<file path="src/rtl/irq_agg_pkg.sv">
package irq_agg_pkg;
    localparam int EVT_W  = 8;
    localparam int HALF_W = EVT_W / 2;
    localparam int N_CAT  = 5;
    localparam int ADDR_W = 8;
    localparam int DATA_W = 8;
    localparam int SUM_W  = 8;

    typedef enum logic [2:0] {
        CAT_PWR = 3'd0,
        CAT_DCL = 3'd1,
        CAT_FLT = 3'd2,
        CAT_STU = 3'd3,
        CAT_SUP = 3'd4
    } cat_e;

    typedef enum logic {
        ST_QUIET = 1'b0,
        ST_ALERT = 1'b1
    } irq_state_e;

    localparam logic [ADDR_W-1:0] ADR_SUMMARY = 8'h00;
    localparam logic [ADDR_W-1:0] ADR_MASK    = 8'h01;
    localparam logic [ADDR_W-1:0] ADR_GCFG    = 8'h17;
    localparam logic [ADDR_W-1:0] ADR_CMD     = 8'h1A;

    localparam int CTL_BIT = 7;

    // summary bit positions
    localparam int B_PEN  = 0;
    localparam int B_PG   = 1;
    localparam int B_DISC = 2;
    localparam int B_DET  = 3;
    localparam int B_CLS  = 4;
    localparam int B_ILIM = 5;
    localparam int B_STU  = 6;
    localparam int B_SUP  = 7;

    function automatic logic [SUM_W-1:0] mask_default(input logic a);
        return {a, a, a, 1'b0, 1'b0, a, 1'b0, 1'b0};
    endfunction
endpackage

</file>
<file path="src/rtl/irq_evt_latch.sv">
module irq_evt_latch #(
    parameter int W = 8
) (
    input  logic         clk,
    input  logic         rst_n,
    input  logic [W-1:0] set,
    input  logic         clr,
    output logic [W-1:0] q
);
    always_ff @(posedge clk) begin
        if (!rst_n) q <= '0;
        else        q <= (clr ? '0 : q) | set;
    end

    // pulsed bits are present after the edge, even alongside a clear
    p_set_sticks_r1: assert property (@(posedge clk) disable iff (!rst_n)
        (|set) |=> ((q & $past(set)) == $past(set)));

    // a clear with no concurrent set empties the register
    p_clear_empties_r7: assert property (@(posedge clk) disable iff (!rst_n)
        (clr && set == '0) |=> (q == '0));
endmodule

</file>
<file path="src/rtl/irq_summary.sv">
module irq_summary
    import irq_agg_pkg::*;
(
    input  logic [N_CAT-1:0][EVT_W-1:0] evt,
    output logic [SUM_W-1:0]            sum
);
    always_comb begin
        sum         = '0;
        sum[B_PEN]  = |evt[CAT_PWR][HALF_W-1:0];
        sum[B_PG]   = |evt[CAT_PWR][EVT_W-1:HALF_W];
        sum[B_DET]  = |evt[CAT_DCL][HALF_W-1:0];
        sum[B_CLS]  = |evt[CAT_DCL][EVT_W-1:HALF_W];
        sum[B_ILIM] = |evt[CAT_FLT][HALF_W-1:0];
        sum[B_DISC] = |evt[CAT_FLT][EVT_W-1:HALF_W];
        sum[B_STU]  = |evt[CAT_STU];
        sum[B_SUP]  = |evt[CAT_SUP];
    end
endmodule

</file>
<file path="src/rtl/irq_regs.sv">
module irq_regs
    import irq_agg_pkg::*;
(
    input  logic              clk,
    input  logic              rst_n,
    input  logic              auto_cfg,
    input  logic              wr,
    input  logic [ADDR_W-1:0] addr,
    input  logic [DATA_W-1:0] wdata,
    input  logic [SUM_W-1:0]  sum,
    output logic [DATA_W-1:0] rdata,
    output logic [SUM_W-1:0]  mask,
    output logic              gen,
    output logic              clr
);
    always_ff @(posedge clk) begin
        if (!rst_n) begin
            mask <= mask_default(auto_cfg);
            gen  <= 1'b0;
        end else if (wr) begin
            if (addr == ADR_MASK) mask <= wdata;
            if (addr == ADR_GCFG) gen  <= wdata[CTL_BIT];
        end
    end

    assign clr = wr && (addr == ADR_CMD) && wdata[CTL_BIT];

    always_comb begin
        rdata = '0;
        unique case (addr)
            ADR_SUMMARY: rdata = sum;
            ADR_MASK:    rdata = mask;
            ADR_GCFG:    rdata[CTL_BIT] = gen;
            default:     rdata = '0;
        endcase
    end

    // the command location never returns data
    p_cmd_reads_zero_r9: assert property (@(posedge clk) disable iff (!rst_n)
        (addr == ADR_CMD) |-> (rdata == '0));

    // mask default reflects the configuration pin seen during reset
    p_mask_default_r10: assert property (@(posedge clk) disable iff (!rst_n)
        $rose(rst_n) |-> (mask == mask_default($past(auto_cfg))));
endmodule

</file>
<file path="src/rtl/pse_irq_agg.sv">
module pse_irq_agg
    import irq_agg_pkg::*;
(
    input  logic        clk,
    input  logic        rst_n,
    input  logic        auto_cfg,
    input  logic [7:0]  pwr_evt,
    input  logic [7:0]  dcl_evt,
    input  logic [7:0]  flt_evt,
    input  logic [7:0]  stu_evt,
    input  logic [7:0]  sup_evt,
    input  logic        reg_wr,
    input  logic [7:0]  reg_addr,
    input  logic [7:0]  reg_wdata,
    output logic [7:0]  reg_rdata,
    output logic        irq_n
);
    logic [N_CAT-1:0][EVT_W-1:0] set_v;
    logic [N_CAT-1:0][EVT_W-1:0] evt_q;
    logic [SUM_W-1:0]            sum;
    logic [SUM_W-1:0]            mask;
    logic                        gen;
    logic                        clr;
    logic                        want;
    irq_state_e                  state, state_nx;

    assign set_v[CAT_PWR] = pwr_evt;
    assign set_v[CAT_DCL] = dcl_evt;
    assign set_v[CAT_FLT] = flt_evt;
    assign set_v[CAT_STU] = stu_evt;
    assign set_v[CAT_SUP] = sup_evt;

    for (genvar c = 0; c < N_CAT; c++) begin : g_cat
        irq_evt_latch #(.W(EVT_W)) u_latch (
            .clk   (clk),
            .rst_n (rst_n),
            .set   (set_v[c]),
            .clr   (clr),
            .q     (evt_q[c])
        );
    end

    irq_summary u_sum (
        .evt (evt_q),
        .sum (sum)
    );

    irq_regs u_regs (
        .clk      (clk),
        .rst_n    (rst_n),
        .auto_cfg (auto_cfg),
        .wr       (reg_wr),
        .addr     (reg_addr),
        .wdata    (reg_wdata),
        .sum      (sum),
        .rdata    (reg_rdata),
        .mask     (mask),
        .gen      (gen),
        .clr      (clr)
    );

    assign want = gen && (|(sum & mask));

    // state register
    always_ff @(posedge clk) begin
        if (!rst_n) state <= ST_QUIET;
        else        state <= state_nx;
    end

    // next state: raise, drop, idle, hold
    always_comb begin
        state_nx = state;
        unique case (state)
            ST_QUIET: state_nx = want ? ST_ALERT : ST_QUIET;
            ST_ALERT: state_nx = want ? ST_ALERT : ST_QUIET;
            default:  state_nx = ST_QUIET;
        endcase
    end

    // output
    always_comb begin
        irq_n = (state != ST_ALERT);
    end

    // a disabled global enable keeps the pin released on the next cycle
    p_gen_off_release_r5: assert property (@(posedge clk) disable iff (!rst_n)
        !gen |=> irq_n);

    // an unmasked, enabled source drives the pin low one cycle later
    p_alert_follows_r6: assert property (@(posedge clk) disable iff (!rst_n)
        (gen && (|(sum & mask))) |=> !irq_n);
endmodule

</file>
<file path="config.mk">
export PLATFORM = sky130hd
export DESIGN_NAME = pse_irq_agg
export DESIGN_NICKNAME = d
export VERILOG_FILES = /design/src/rtl/irq_agg_pkg.sv /design/src/rtl/irq_evt_latch.sv /design/src/rtl/irq_summary.sv /design/src/rtl/irq_regs.sv /design/src/rtl/pse_irq_agg.sv
export SDC_FILE = /design/constraint.sdc
export NUM_CORES = 1
export LEC_CHECK = 0
export ABC_CLOCK_PERIOD_IN_PS = 5700
export BUFFER_PORTS_ARGS = -buffer_cell sky130_fd_sc_hd__buf_2
export CORE_ASPECT_RATIO = 0.6
export CORE_MARGIN = 2
export CORE_UTILIZATION = 50
export CTS_BUF_LIST = sky130_fd_sc_hd__clkbuf_4
export DETAILED_ROUTE_END_ITERATION = 12
export GPL_TIMING_DRIVEN = 0
export PLACE_DENSITY = 0.83
export SLEW_MARGIN = 20
export SYNTH_ARGS = -nofsm -noshare
export SYNTH_HDL_FRONTEND = slang
export SYNTH_HIERARCHICAL = 1
export SYNTH_SLANG_ARGS = --single-unit
</file>
<file path="constraint.sdc">
create_clock -name clk -period 5.7 [get_ports clk]
set_input_delay 0.57 -clock clk [delete_from_list [all_inputs] [get_ports clk]]
set_output_delay 0.57 -clock clk [all_outputs]
set_load 0.02 [all_outputs]
</file>
---- After elaboration in Yosys (flattened, before gate mapping) ----
Cells that the tools add are included.
storage, ports and cells
  bits of input ports ..................... 60
  register bits ........................... 50
  output and inout port bits .............. 9
cells by class
  bitwise operators ....................... 7
  eq/ne operators ......................... 5
  mux-type cells .......................... 11
  reduce and logical (&&, ||, !) cells .... 16
operators with widths
  kind                                                              count
  8-bit two-way mux                                                 8
  8-bit OR                                                          5
  4-bit OR reduction                                                6
  8-bit OR reduction                                                3
  8-bit by 5-bit == test with 1-bit output (second input constant)  2
  7-bit case mux with 2 select lines                                1
  8-bit AND                                                         1
  8-bit by 1-bit == test with 1-bit output (second input constant)  1
  8-bit zero test                                                   1
  2-bit AND reduction                                               3
  2-bit by 1-bit != test with 1-bit output (second input constant)  2
  1-bit logical AND                                                 3
  1-bit case mux with 3 select lines                                1
  1-bit two-way mux                                                 1
  1-bit inverter                                                    1

---- Logic depth before layout (Yosys ltp) ----
  depth in word-level cells ............... 5
  mapped depth ............................ 5
  depth with buffers taken out ............ 5

---- Modules after synthesis ----
Netlist, hierarchy kept.
modules (own cells, without submodules)
  module         cells an instance  instances  seq. area each (µm²)  area each (µm²)
  irq_evt_latch  25                 5          160.2                 275.3
  irq_regs       59                 1          220.2                 566.8
  irq_summary    12                 1          0.0                   77.6
  pse_irq_agg    8                  1          20.0                  66.3

---- Least setup slack after synthesis ----
No wires, ideal clock.
  kind .................................... input to register
  start ................................... input port reg_addr[5]
  end ..................................... register g_cat[0].u_latch.q[0]
  stages on the path ...................... 5
  setup time .............................. 0.115 ns
  slack ................................... 2.292 ns
  arrival time ............................ 3.293 ns
  path through ............................ nor3_4 -> nand2_1 -> nor3_1 -> nor2b_1 -> o21a_1
on the way
  cells in the longest elaborated chain, start to end .. 5
RTL lines
  element                                   RTL line             source
  from (decl)                               pse_irq_agg.sv:13    input logic [7:0] reg_addr,
  8-bit by 5-bit == test with 1-bit output  irq_regs.sv:26       assign clr = wr && (addr == ADR_CMD) && wdata[CTL_BIT];
  1-bit logical AND (2 in series)           irq_regs.sv:26
  named net clr                             pse_irq_agg.sv:23    logic clr;
  8-bit two-way mux                         irq_evt_latch.sv:12  else q <= (clr ? '0 : q) | set;
  8-bit OR                                  irq_evt_latch.sv:12
  to (signal assigned)                      irq_evt_latch.sv:12
  to (decl)                                 irq_evt_latch.sv:8   output logic [W-1:0] q
The timed path passes the listed nets, and every way through them passes these cells.
A chain may end at the register's enable or synchronous reset.

---- Final worst setup path ----
  start ................................... register g_cat[4].u_latch.q[5]
  end ..................................... output port reg_rdata[7]
on the way
  cells in the longest elaborated chain, start to end .. 2
RTL lines
  element                             RTL line             source
  from (decl)                         irq_evt_latch.sv:8
  from (signal assigned)              irq_evt_latch.sv:12
  8-bit OR reduction                  irq_summary.sv:16    sum[B_SUP] = |evt[CAT_SUP];
  named net sum[7]                    pse_irq_agg.sv:20    logic [SUM_W-1:0] sum;
  1-bit case mux with 3 select lines  irq_regs.sv:30       unique case (addr)
  to (decl)                           pse_irq_agg.sv:15    output logic [7:0] reg_rdata,
The timed path passes the listed nets, and every way through them passes these cells.

==> flow_summary.json <==
{
  "track_usage": 0.199,
  "syn_inst": 204,
  "slew_viol_final": 0,
  "syn_to_final_growth_pct": 24.5,
  "layout_common_cells": "68 x buf_2, 46 x dfxtp_1, 41 x nor2b_1, 40 x o21a_1, 19 x nand2_1",
  "nets": 342,
  "ys_ff_latch": 50,
  "power.density_nw_per_um2": 254,
  "synth.largest_area_cell": "dfxtp_1",
  "dp_hpwl_mm": 3.53,
  "crit_fanout": 2,
  "antenna_cells": 0,
  "worst_pin_slew_ns": 0.650,
  "start_util": 0.515,
  "pin_count": 69,
  "cts_buffers": 5,
  "yosys_warnings": 6,
  "place_ws_ns": 3.35,
  "cp-start-kind": "flop",
  "synth_edf_count": 4,
  "netlist.area_leader.share": 0.441,
  "synth_ff_type": "dfxtp_1",
  "drc": 0,
  "clock_latency_ns": 0.35,
  "fin_tns_setup_ns": 0,
  "reg2reg_to": "state",
  "drive_gt1_frac": 0.346,
  "grt_max_degree": 16,
  "holdCritStartpoint": "pwr_evt[2]",
  "switching_share": 0.225,
  "cp.arrival_ns": 1.73,
  "hold_path_depth": 2,
  "antenna_found_initial": 0,
  "grt_first_pass_wirelength_mm": 7.19,
  "p_clk_frac": 0.297,
  "slew_headroom": 0.564,
  "hold_path_end": "g_cat[0].u_latch/q[2]",
  "status": "complete, no violations",
  "dpl.cell_count": 325,
  "core_area_sq_um": 4050,
  "final_cells": 333,
  "fin_crit_sh": 0.403,
  "drt-initial-drc-count": 66,
  "netlist_area_sq_um": 2090,
  "cp-end-kind": "output port",
  "hold_class": "input port to flop",
  "rsz0062_at_grt": "false",
  "mostFrequentLayoutCell": "buf_2",
  "port_buffers": 68,
  "die_h_microns": 54.0,
  "grt_pass1_vias": 1643,
  "reg2reg_depth": 3,
  "rows": 18,
  "vdd_ir_drop_max_mv": 0.110,
  "wl_mm": 4.55,
  "fin_crit_ns": 2.30,
  "root_buffer": "clkbuf_4",
  "synth.top_cells.by_area": "dfxtp_1 44%, o21a_1 14%, nor2b_1 12%",
  "fin_ws_ns": 3.40,
  "place_area_sq_um": 2520,
  "grt-ovfl-total": 0,
  "p_total_mw": 0.659,
  "hold_viol_final": 0,
  "cts-root-to-sink-buffers": 2,
  "cts_max_level": 2,
  "fmax_mhz": 436,
  "seq_power_share": 0.586,
  "r2r-start": "g_cat[0].u_latch/q[1]",
  "avgSynthCellArea_sq_um": 10.2,
  "cts_tree": "done",
  "fillCellCount": 352,
  "power.switching_mw": 0.148,
  "seq_area_frac_synth": 0.499,
  "critical_path_class": "flop to output port",
  "dieArea_sq_um": 4720,
  "vias": 1721,
  "cp.required_ns": 5.13,
  "first_pass_iters": 4,
  "async_flop_share": 0,
  "clk_pin_slew_ns": 0.14,
  "routedWlPerCell_microns": 13.7,
  "gp_congestion": 0.832,
  "reg2reg_slack_ns": 4.30,
  "drt-vias-per-instance": 5.17,
  "fin_area_sq_um": 2600,
  "ant_nets": 0,
  "cap_violations": 0,
  "cts_resized": 0,
  "ys_types": 29,
  "hold_buffers": 0,
  "skew_ns": 0.0120,
  "setup_viol": 0,
  "cts_setup_buffers": 0,
  "internal-power_mw": 0.511,
  "clkSinkCount": 50,
  "die_w_microns": 87.4,
  "p_leak_nw": 1.20,
  "pwr-share-comb": 0.117,
  "syn-num-nets": 264
}
power groups by stage:
stage / clock network [mW] / registers, mW / logic [mW]
after floorplan: 0 / 0.391 / 0.0447
after global placement: 0 / 0.393 / 0.0736
after detailed placement: 0 / 0.394 / 0.0766
after CTS: 0.202 / 0.386 / 0.0773
after global routing: 0.216 / 0.389 / 0.0851
final: 0.196 / 0.386 / 0.0768
routing by layer:
layer,wire length (microns),GRT usage,vias to the layer above,part of all wire
li1,-,-,878,-
met4,22,0.0359,0,0.0048
met5,0,0,-,0
met1,2200,0.270,780,0.48
met2,2020,0.326,57,0.44
met3,306,0.0552,6,0.067
final cells by class:
| cell class | instances | area, sq um | share of cell area |
|---|---|---|---|
| flip-flops and latches | 50 | 1040 | 0.401 |
| multi-input cells | 145 | 1000 | 0.385 |
| repair buffers | 71 | 367 | 0.141 |
| well taps | 50 | 62.6 | 0.0241 |
| plain buffers | 8 | 47.5 | 0.0183 |
| clock inverters | 3 | 40.0 | 0.0154 |
| clock buffers | 5 | 37.5 | 0.0144 |
| inverters | 1 | 3.75 | 0.00144 |
state kept, by name (all words and copies together), names as in the netlist:
| signal | flops |
|---|---|
| g_cat.u_latch/q | 40 |
| state | 1 |
| u_regs/gen | 1 |
| u_regs/mask | 8 |
cells by family (layout without fill, tap and decap cells):
kind of cell    count (synthesis)  in the layout  share of synthesized area
compound gates                 57             57                      0.210
buf+inv                         9             88                     0.0246
flops                          50             50                      0.499
mux                             5              5                     0.0240
simple gates                   83             83                      0.242
worst max-delay path, stage by stage, from the launching register on:
cell     delay, ns
dfxtp_1       0.34
nor4_1        0.38
nand2_1       0.15
a221o_1       0.35
buf_2         0.17
how the worst max path moves through the flow:
stage,endpoint,startpoint,depth (start not counted)
global route,reg_rdata[7],g_cat[4].u_latch/q[5],4
floorplan,g_cat[0].u_latch/q[0],reg_addr[5],5
detailed placement,g_cat[0].u_latch/q[6],reg_addr[5],8
finish,reg_rdata[7],g_cat[4].u_latch/q[5],4
CTS,reg_rdata[7],g_cat[4].u_latch/q[5],4
global placement,g_cat[4].u_latch/q[6],reg_addr[5],6
Yosys cell counts (2+ instances only):
| master | number |
|---|---|
| nor4_1 | 4 |
| nor3_1 | 2 |
| o21ai_0 | 4 |
| dfxtp_1 | 46 |
| o21a_1 | 40 |
| and3_1 | 2 |
| nand2_1 | 19 |
| mux2i_1 | 5 |
| edfxtp_1 | 4 |
| a22o_2 | 7 |
| nor2b_1 | 41 |
| or4_1 | 6 |
| a22oi_1 | 4 |
| clkbuf_2 | 5 |
through the flow:
step                       util  hold WS (ns)
after global routing      0.641         0.390
after CTS                 0.641         0.396
after detailed placement  0.622         0.469
after global placement    0.614         0.459
after floorplan               -         0.425
final                     0.641         0.410
(Power assumes the default switching activity.)
